## src/rtl/e1ts0_pkg.sv

```systemverilog
package e1ts0_pkg;
  localparam int OCT_W = 8;
  localparam int NCOL  = 8;

  localparam logic [2:0] COL_SI_AF  = 3'd0;
  localparam logic [2:0] COL_SI_NAF = 3'd1;

  typedef struct packed {
    logic       hit;
    logic [2:0] idx;
  } col_sel_t;

  // Column that a timeslot-0 bit feeds: align frames give only Si,
  // non-align frames give Si, alarm and Sa4..Sa8 (column = bit position).
  function automatic col_sel_t col_of(input logic odd_frame, input logic [2:0] pos);
    col_sel_t r;
    r.hit = 1'b0;
    r.idx = 3'd0;
    if (!odd_frame) begin
      if (pos == 3'd0) begin
        r.hit = 1'b1;
        r.idx = COL_SI_AF;
      end
    end else if (pos == 3'd0) begin
      r.hit = 1'b1;
      r.idx = COL_SI_NAF;
    end else if (pos >= 3'd2) begin
      r.hit = 1'b1;
      r.idx = pos;
    end
    return r;
  endfunction

  function automatic logic [OCT_W-1:0] shift_in(input logic [OCT_W-1:0] v, input logic b);
    return {v[OCT_W-2:0], b};
  endfunction
endpackage

```

## src/rtl/e1ts0_pos_track.sv

```systemverilog
module e1ts0_pos_track #(
  parameter int FRAME_BITS = 256,
  parameter int MF_FRAMES  = 16,
  localparam int BW = $clog2(FRAME_BITS),
  localparam int FW = $clog2(MF_FRAMES)
) (
  input  logic          clk,
  input  logic          rst_n,
  input  logic          bit_en,
  input  logic          frame_start,
  input  logic          mf_start,
  output logic [BW-1:0] cur_pos,
  output logic [FW-1:0] cur_frame,
  output logic          live
);
  logic [BW-1:0] bit_q;
  logic [FW-1:0] frm_q;
  logic          sync_q;
  logic [FW-1:0] frm_inc;
  logic [FW-1:0] cur_inc;

  assign frm_inc = (frm_q == FW'(MF_FRAMES-1)) ? '0 : frm_q + 1'b1;
  assign cur_inc = (cur_frame == FW'(MF_FRAMES-1)) ? '0 : cur_frame + 1'b1;
  assign live    = sync_q | mf_start;

  always_comb begin
    if (mf_start) begin
      cur_pos   = '0;
      cur_frame = '0;
    end else if (frame_start) begin
      cur_pos   = '0;
      cur_frame = (bit_q == '0) ? frm_q : frm_inc;
    end else begin
      cur_pos   = bit_q;
      cur_frame = frm_q;
    end
  end

  always_ff @(posedge clk) begin
    if (!rst_n) begin
      bit_q  <= '0;
      frm_q  <= '0;
      sync_q <= 1'b0;
    end else if (bit_en) begin
      sync_q <= sync_q | mf_start;
      if (cur_pos == BW'(FRAME_BITS-1)) begin
        bit_q <= '0;
        frm_q <= cur_inc;
      end else begin
        bit_q <= cur_pos + 1'b1;
        frm_q <= cur_frame;
      end
    end
  end
endmodule

```

## src/rtl/e1ts0_df_snap.sv

```systemverilog
module e1ts0_df_snap
  import e1ts0_pkg::*;
(
  input  logic             clk,
  input  logic             rst_n,
  input  logic             tick,
  input  logic             rx_bit,
  input  logic             in_ts0,
  input  logic [2:0]       pos3,
  input  logic             odd,
  output logic [OCT_W-1:0] af_o,
  output logic [OCT_W-1:0] naf_o,
  output logic             commit_o
);
  logic [OCT_W-1:0] af_work, naf_work;
  logic             pair_q;
  logic             ts_tick, align_first, naf_last;

  assign ts_tick     = tick & in_ts0;
  assign align_first = ts_tick & ~odd & (pos3 == 3'd0);
  assign naf_last    = ts_tick & odd & (pos3 == 3'd7);
  assign commit_o    = align_first & pair_q;

  always_ff @(posedge clk) begin
    if (!rst_n) begin
      af_work  <= '0;
      naf_work <= '0;
      pair_q   <= 1'b0;
      af_o     <= '0;
      naf_o    <= '0;
    end else begin
      if (ts_tick && !odd) af_work  <= shift_in(af_work, rx_bit);
      if (ts_tick && odd)  naf_work <= shift_in(naf_work, rx_bit);
      if (align_first)     pair_q   <= 1'b0;
      else if (naf_last)   pair_q   <= 1'b1;
      if (commit_o) begin
        af_o  <= af_work;
        naf_o <= naf_work;
      end
    end
  end
endmodule

```

## src/rtl/e1ts0_mf_cols.sv

```systemverilog
module e1ts0_mf_cols
  import e1ts0_pkg::*;
#(
  parameter int COL_W = 8
) (
  input  logic                       clk,
  input  logic                       rst_n,
  input  logic                       tick,
  input  logic                       rx_bit,
  input  logic                       in_ts0,
  input  logic [2:0]                 pos3,
  input  logic                       odd,
  input  logic                       mf_mark,
  input  logic                       last_bit,
  output logic [NCOL-1:0][COL_W-1:0] cols_o,
  output logic                       commit_o
);
  col_sel_t sel;
  logic     ready_q;

  assign sel      = col_of(odd, pos3);
  assign commit_o = mf_mark & ready_q;

  always_ff @(posedge clk) begin
    if (!rst_n)        ready_q <= 1'b0;
    else if (mf_mark)  ready_q <= 1'b0;
    else if (last_bit) ready_q <= 1'b1;
  end

  for (genvar c = 0; c < NCOL; c++) begin : g_col
    logic [COL_W-1:0] work_q, host_q;
    logic             take;
    assign take = tick & in_ts0 & sel.hit & (sel.idx == 3'(c));
    always_ff @(posedge clk) begin
      if (!rst_n) begin
        work_q <= '0;
        host_q <= '0;
      end else begin
        if (take)     work_q <= {work_q[COL_W-2:0], rx_bit};
        if (commit_o) host_q <= work_q;
      end
    end
    assign cols_o[c] = host_q;
  end
endmodule

```

## src/rtl/e1ts0_sticky.sv

```systemverilog
module e1ts0_sticky (
  input  logic clk,
  input  logic rst_n,
  input  logic set_i,
  input  logic clr_i,
  output logic flag_o
);
  always_ff @(posedge clk) begin
    if (!rst_n) flag_o <= 1'b0;
    else        flag_o <= set_i | (flag_o & ~clr_i);
  end
endmodule

```

## src/rtl/e1ts0_capture.sv

```systemverilog
module e1ts0_capture
  import e1ts0_pkg::*;
#(
  parameter int FRAME_BITS = 256,
  parameter int MF_FRAMES  = 16,
  localparam int BW    = $clog2(FRAME_BITS),
  localparam int FW    = $clog2(MF_FRAMES),
  localparam int COL_W = MF_FRAMES / 2
) (
  input  logic             clk,
  input  logic             rst_n,
  input  logic             bit_en,
  input  logic             rx_bit,
  input  logic             frame_start,
  input  logic             mf_start,
  input  logic             clr_df,
  input  logic             clr_mf,
  output logic [OCT_W-1:0] af_octet,
  output logic [OCT_W-1:0] naf_octet,
  output logic [COL_W-1:0] si_align,
  output logic [COL_W-1:0] si_nonalign,
  output logic [COL_W-1:0] alarm_bits,
  output logic [COL_W-1:0] sa4_bits,
  output logic [COL_W-1:0] sa5_bits,
  output logic [COL_W-1:0] sa6_bits,
  output logic [COL_W-1:0] sa7_bits,
  output logic [COL_W-1:0] sa8_bits,
  output logic             df_flag,
  output logic             mf_flag
);
  logic [BW-1:0]               cur_pos;
  logic [FW-1:0]               cur_frame;
  logic                        live, tick, in_ts0, odd, mf_mark, last_bit;
  logic [2:0]                  pos3;
  logic                        df_commit, mf_commit;
  logic [NCOL-1:0][COL_W-1:0]  mf_cols;

  e1ts0_pos_track #(.FRAME_BITS(FRAME_BITS), .MF_FRAMES(MF_FRAMES)) pos_i (
    .clk(clk), .rst_n(rst_n), .bit_en(bit_en), .frame_start(frame_start),
    .mf_start(mf_start), .cur_pos(cur_pos), .cur_frame(cur_frame), .live(live)
  );

  assign tick     = bit_en & live;
  assign in_ts0   = (cur_pos < BW'(OCT_W));
  assign pos3     = cur_pos[2:0];
  assign odd      = cur_frame[0];
  assign mf_mark  = bit_en & mf_start;
  assign last_bit = tick & in_ts0 & (pos3 == 3'd7) & (cur_frame == FW'(MF_FRAMES-1));

  e1ts0_df_snap df_i (
    .clk(clk), .rst_n(rst_n), .tick(tick), .rx_bit(rx_bit), .in_ts0(in_ts0),
    .pos3(pos3), .odd(odd), .af_o(af_octet), .naf_o(naf_octet), .commit_o(df_commit)
  );

  e1ts0_mf_cols #(.COL_W(COL_W)) mf_i (
    .clk(clk), .rst_n(rst_n), .tick(tick), .rx_bit(rx_bit), .in_ts0(in_ts0),
    .pos3(pos3), .odd(odd), .mf_mark(mf_mark), .last_bit(last_bit),
    .cols_o(mf_cols), .commit_o(mf_commit)
  );

  e1ts0_sticky df_flag_i (.clk(clk), .rst_n(rst_n), .set_i(df_commit), .clr_i(clr_df), .flag_o(df_flag));
  e1ts0_sticky mf_flag_i (.clk(clk), .rst_n(rst_n), .set_i(mf_commit), .clr_i(clr_mf), .flag_o(mf_flag));

  assign si_align    = mf_cols[0];
  assign si_nonalign = mf_cols[1];
  assign alarm_bits  = mf_cols[2];
  assign sa4_bits    = mf_cols[3];
  assign sa5_bits    = mf_cols[4];
  assign sa6_bits    = mf_cols[5];
  assign sa7_bits    = mf_cols[6];
  assign sa8_bits    = mf_cols[7];
endmodule

```

## config.mk

```make
export PLATFORM = sky130hd
export DESIGN_NAME = e1ts0_capture
export DESIGN_NICKNAME = d
export VERILOG_FILES = /design/src/rtl/e1ts0_pkg.sv /design/src/rtl/e1ts0_pos_track.sv /design/src/rtl/e1ts0_df_snap.sv /design/src/rtl/e1ts0_mf_cols.sv /design/src/rtl/e1ts0_sticky.sv /design/src/rtl/e1ts0_capture.sv
export SDC_FILE = /design/constraint.sdc
export NUM_CORES = 1
export LEC_CHECK = 0
export BUFFER_PORTS_ARGS = -buffer_cell sky130_fd_sc_hd__buf_2
export CAP_MARGIN = 20
export CORE_ASPECT_RATIO = 1.75
export CORE_MARGIN = 2
export CORE_UTILIZATION = 40
export DETAILED_ROUTE_END_ITERATION = 12
export PLACE_DENSITY = 0.67
export REMOVE_ABC_BUFFERS = 1
export SLEW_MARGIN = 20
export SYNTH_ARGS = -nofsm -noshare
export SYNTH_HDL_FRONTEND = slang
export SYNTH_SLANG_ARGS = --single-unit
```

## constraint.sdc

```tcl
create_clock -name clk -period 6.4 [get_ports clk]
set_input_delay 1.92 -clock clk [delete_from_list [all_inputs] [get_ports clk]]
set_output_delay 1.92 -clock clk [all_outputs]
set_load 0.03 [all_outputs]
```

==> flow_summary.ini <==
[timing]
slew_headroom = 0.4183
setup_tns_ns = 0
final_critical_path_setup_slack_ns = 2.528
setup_viol = 0
hold_violation_count_in_the_final_report = 0
achievable-frequency_ghz = 0.2583
final.setup_skew_ns = 0.01152
max_slew.worst_pin.slew_ns = 0.8726
post-route-period-util = 0.6049
fin_crit_ns = 3.872
drv_slew = 0
setup_repair_after_global_routing_missed_its_margin = false

[worst_setup_path]
path_cells = buf_2 > nor2_1 > nand2_1 > inv_1 > ha_1 > nand3_1 > or4_1 > or3_1 > a31oi_1
startpoint_type = primary input
critPathLaunch = mf_start
worst_r2r_startpoint = pos_i.bit_q[7]$_SDFFE_PN0P_
crit_path_max_incr_delay_ns = 0.68
cp_max_fo = 10
critical_path_buf_inv_count = 2
critical_path_required_ns = 6.75
arrival_time_of_data_at_the_critical_path_endpoint_ns = 4.22
timing.critical_path.to_type = register
critical_path_class = in2reg
cp_top_family = simple AND/OR/NAND/NOR gates
critical_path.slowest_cell = or4_1

[finish]
antennaDiodeCount = 0
mostFrequentLayoutCell = dfxtp_1
area_delta_synth_final_pct = 16.32
design.final.nets = 815
share_of_final_layout_standard_cells_stronger_than_drive_strength_1 = 0.1804
post_layout_nonfiller_instances = 1046
most-common-layout-cells = dfxtp_1 (177), nand2_1 (143), nor2b_1 (102)

[clock_tree]
post_cts.repair.setup_buffers = 0
clk_pin_slew_worst_paths_ns = 0.07
htree_levels = 4
clockBufferDepth = 2
ctsResizeCount = 0
cts-hold-fix-buffers = 0
clock_latency_ns = 0.43
cts_tree = done
numCtsBuffers = 17
clockRootBuffer = clkbuf_16
cts_num_sinks = 177

[synthesis]
synth_ff_type = dfxtp_1
synthArstFlopShare = 0
synth_cell_types = 49
synth.ff_latch_count = 177
avgSynthCellArea_um2 = 9.738
synth.cell_area_mm2 = 0.007138
yosysSeqAreaShare = 0.4964
total_number_of_yosys_warnings = 0
synth-edff-count = 0
netlist_instances = 733

[min_path]
holdCritPathClass = reg2reg
hp_start = mf_i.g_col[4].host_q[6]$_SDFFE_PN0P_

[global_route]
globalRouteOverflowTotal = 0
grt_pass1_vias = 4979
grt_start_max_net_pins = 105
first_pass_grt_wire_length_um = 24200
antenna_violations_before_repair = 0
groute.usage.overall = 0.1565

[die]
floorplan.rows = 64
fp.coreArea_mm2 = 0.01746
fp.dieArea_mm2 = 0.01897
die-width_um = 105.0
die_height_um = 180.7
starting_utilization_of_the_core_area = 0.4089
ioPinCount = 90

[detailed_routing]
routed_via_density = 4.838
route.final.wire_length_um = 14320
final_antenna_net_count = 0
drt_drc_violations_left = 0
vias = 5061
first_iter_violations = 138
first_pass_iters = 4
routedWlPerCell_um = 13.69

[placed_design]
final_replace_weighted_congestion = 0.8729
place_worst_setup_slack_ns = 2.131
portBuffers = 89
post-place-cells = 1014
dp_hpwl_um = 9334

[job]
drv_cap = 0

[status]
status = finished clean

[power_and_ir_drop]
ir_worst_vdd_mv = 0.1575
power_density_normalized_to_cell_area_mw_per_mm2 = 262.6
leakagePower_nw = 3.273
==> synthesized netlist by cell type (3+ instances only) <==
| master | n | area (um2) |
|---|---|---|
| dfxtp_1 | 177 | 3543 |
| nand2_1 | 144 | 540.5 |
| nor2b_1 | 102 | 638.1 |
| mux2i_1 | 100 | 1001 |
| a21boi_0 | 68 | 510.5 |
| clkbuf_1 | 34 | 127.6 |
| nor2_1 | 10 | 37.54 |
| nand3_1 | 9 | 45.04 |
| inv_1 | 8 | 30.03 |
| o21ai_0 | 7 | 35.03 |
| ha_1 | 5 | 62.56 |
| o21a_1 | 5 | 37.54 |
| a21oi_1 | 4 | 20.02 |
| nor4_1 | 4 | 25.02 |
| and3_1 | 3 | 18.77 |
| buf_1 | 3 | 11.26 |
| nand3_2 | 3 | 30.03 |
| nor3_1 | 3 | 15.01 |
| nor3_4 | 3 | 48.80 |
| or4_1 | 3 | 22.52 |
==> routing by layer <==
metal  GRT usage  vias to the layer above  share of wire
li1            -                     2588              -
met1      0.1822                     2376           0.44
met2      0.2764                       78           0.51
met3     0.03102                       19          0.029
met4     0.06720                        0          0.022
met5           0                        -              0
==> through the flow <==
stage	instance area, um2	util	hold slack, ns	total power [mW]
4_1_cts	8303	0.4756	0.4658	2.215
5_1_grt	8303	0.4756	0.4866	2.265
3_5_place_dp	7736	0.4432	0.4559	1.209
3_3_place_gp	7736	0.4432	0.4496	1.208
2_1_floorplan	6938	-	0.4402	1.179
6_report	8303	0.4756	0.4610	2.180
==> path summary, 6_finish.rpt <==
| kind | cells after the start | to | slack (ns) |
|---|---|---|---|
| min | 2 | mf_i.g_col[4].host_q[6]$_SDFFE_PN0P_ | 0.46 |
| min reg2reg | 2 | mf_i.g_col[4].host_q[6]$_SDFFE_PN0P_ | 0.46 |
| max | 9 | pos_i.frm_q[0]$_SDFFE_PN0P_ | 2.53 |
| max reg2reg | 7 | df_i.pair_q$_SDFFE_PP0P_ | 3.47 |
==> report_power, final <==
part	leakage (nW)	internal (mW)	switching (mW)	total [mW]
Clock	0.272	0.517	0.481	0.998
Combinational	1.57	0.0311	0.0414	0.0725
Sequential	1.43	1.10	0.00527	1.11
Total	3.27	1.65	0.528	2.18
==> tightest hold or removal path, stage by stage, from the launching register on <==
cell	delay [ns]
dfxtp_1	0.31
nand2_1	0.04
a21boi_0	0.06
==> sequential cells by signal, summed over array words and instances, names as in the netlist <==
| register | flops |
|---|---|
| df_i.af_work | 8 |
| mf_i.g_col.work_q | 64 |
| mf_flag_i.flag_o | 1 |
| df_i.af_o | 8 |
| pos_i.sync_q | 1 |
| pos_i.frm_q | 4 |
| df_flag_i.flag_o | 1 |
| df_i.naf_o | 8 |
| mf_i.ready_q | 1 |
| pos_i.bit_q | 8 |
| df_i.pair_q | 1 |
| mf_i.g_col.host_q | 64 |
| df_i.naf_work | 8 |
==> logic make-up (layout without fill, tap and decap cells) <==
family,after synthesis,after routing,share of synthesized area
AND/OR/NAND/NOR,298,298,0.2156
AO/OA/AOI/OAI,97,97,0.1003
buffers and inverters,53,135,0.03313
flip-flops,177,177,0.4964
XOR/XNOR,2,2,0.002454
adder cells (fa/ha/maj),5,5,0.008764
multiplexers,101,101,0.1434
==> final cells by class <==
type | instances | area (um2)
fillers | 1715 | 9154
flip-flops and latches | 177 | 3543
multi-input cells | 503 | 3382
repair buffers | 94 | 485.5
clock buffers | 17 | 425.4
well taps | 231 | 289.0
clock inverters | 15 | 141.4
inverters | 9 | 36.28
No activity file was read; power rests on OpenSTA's default activity.
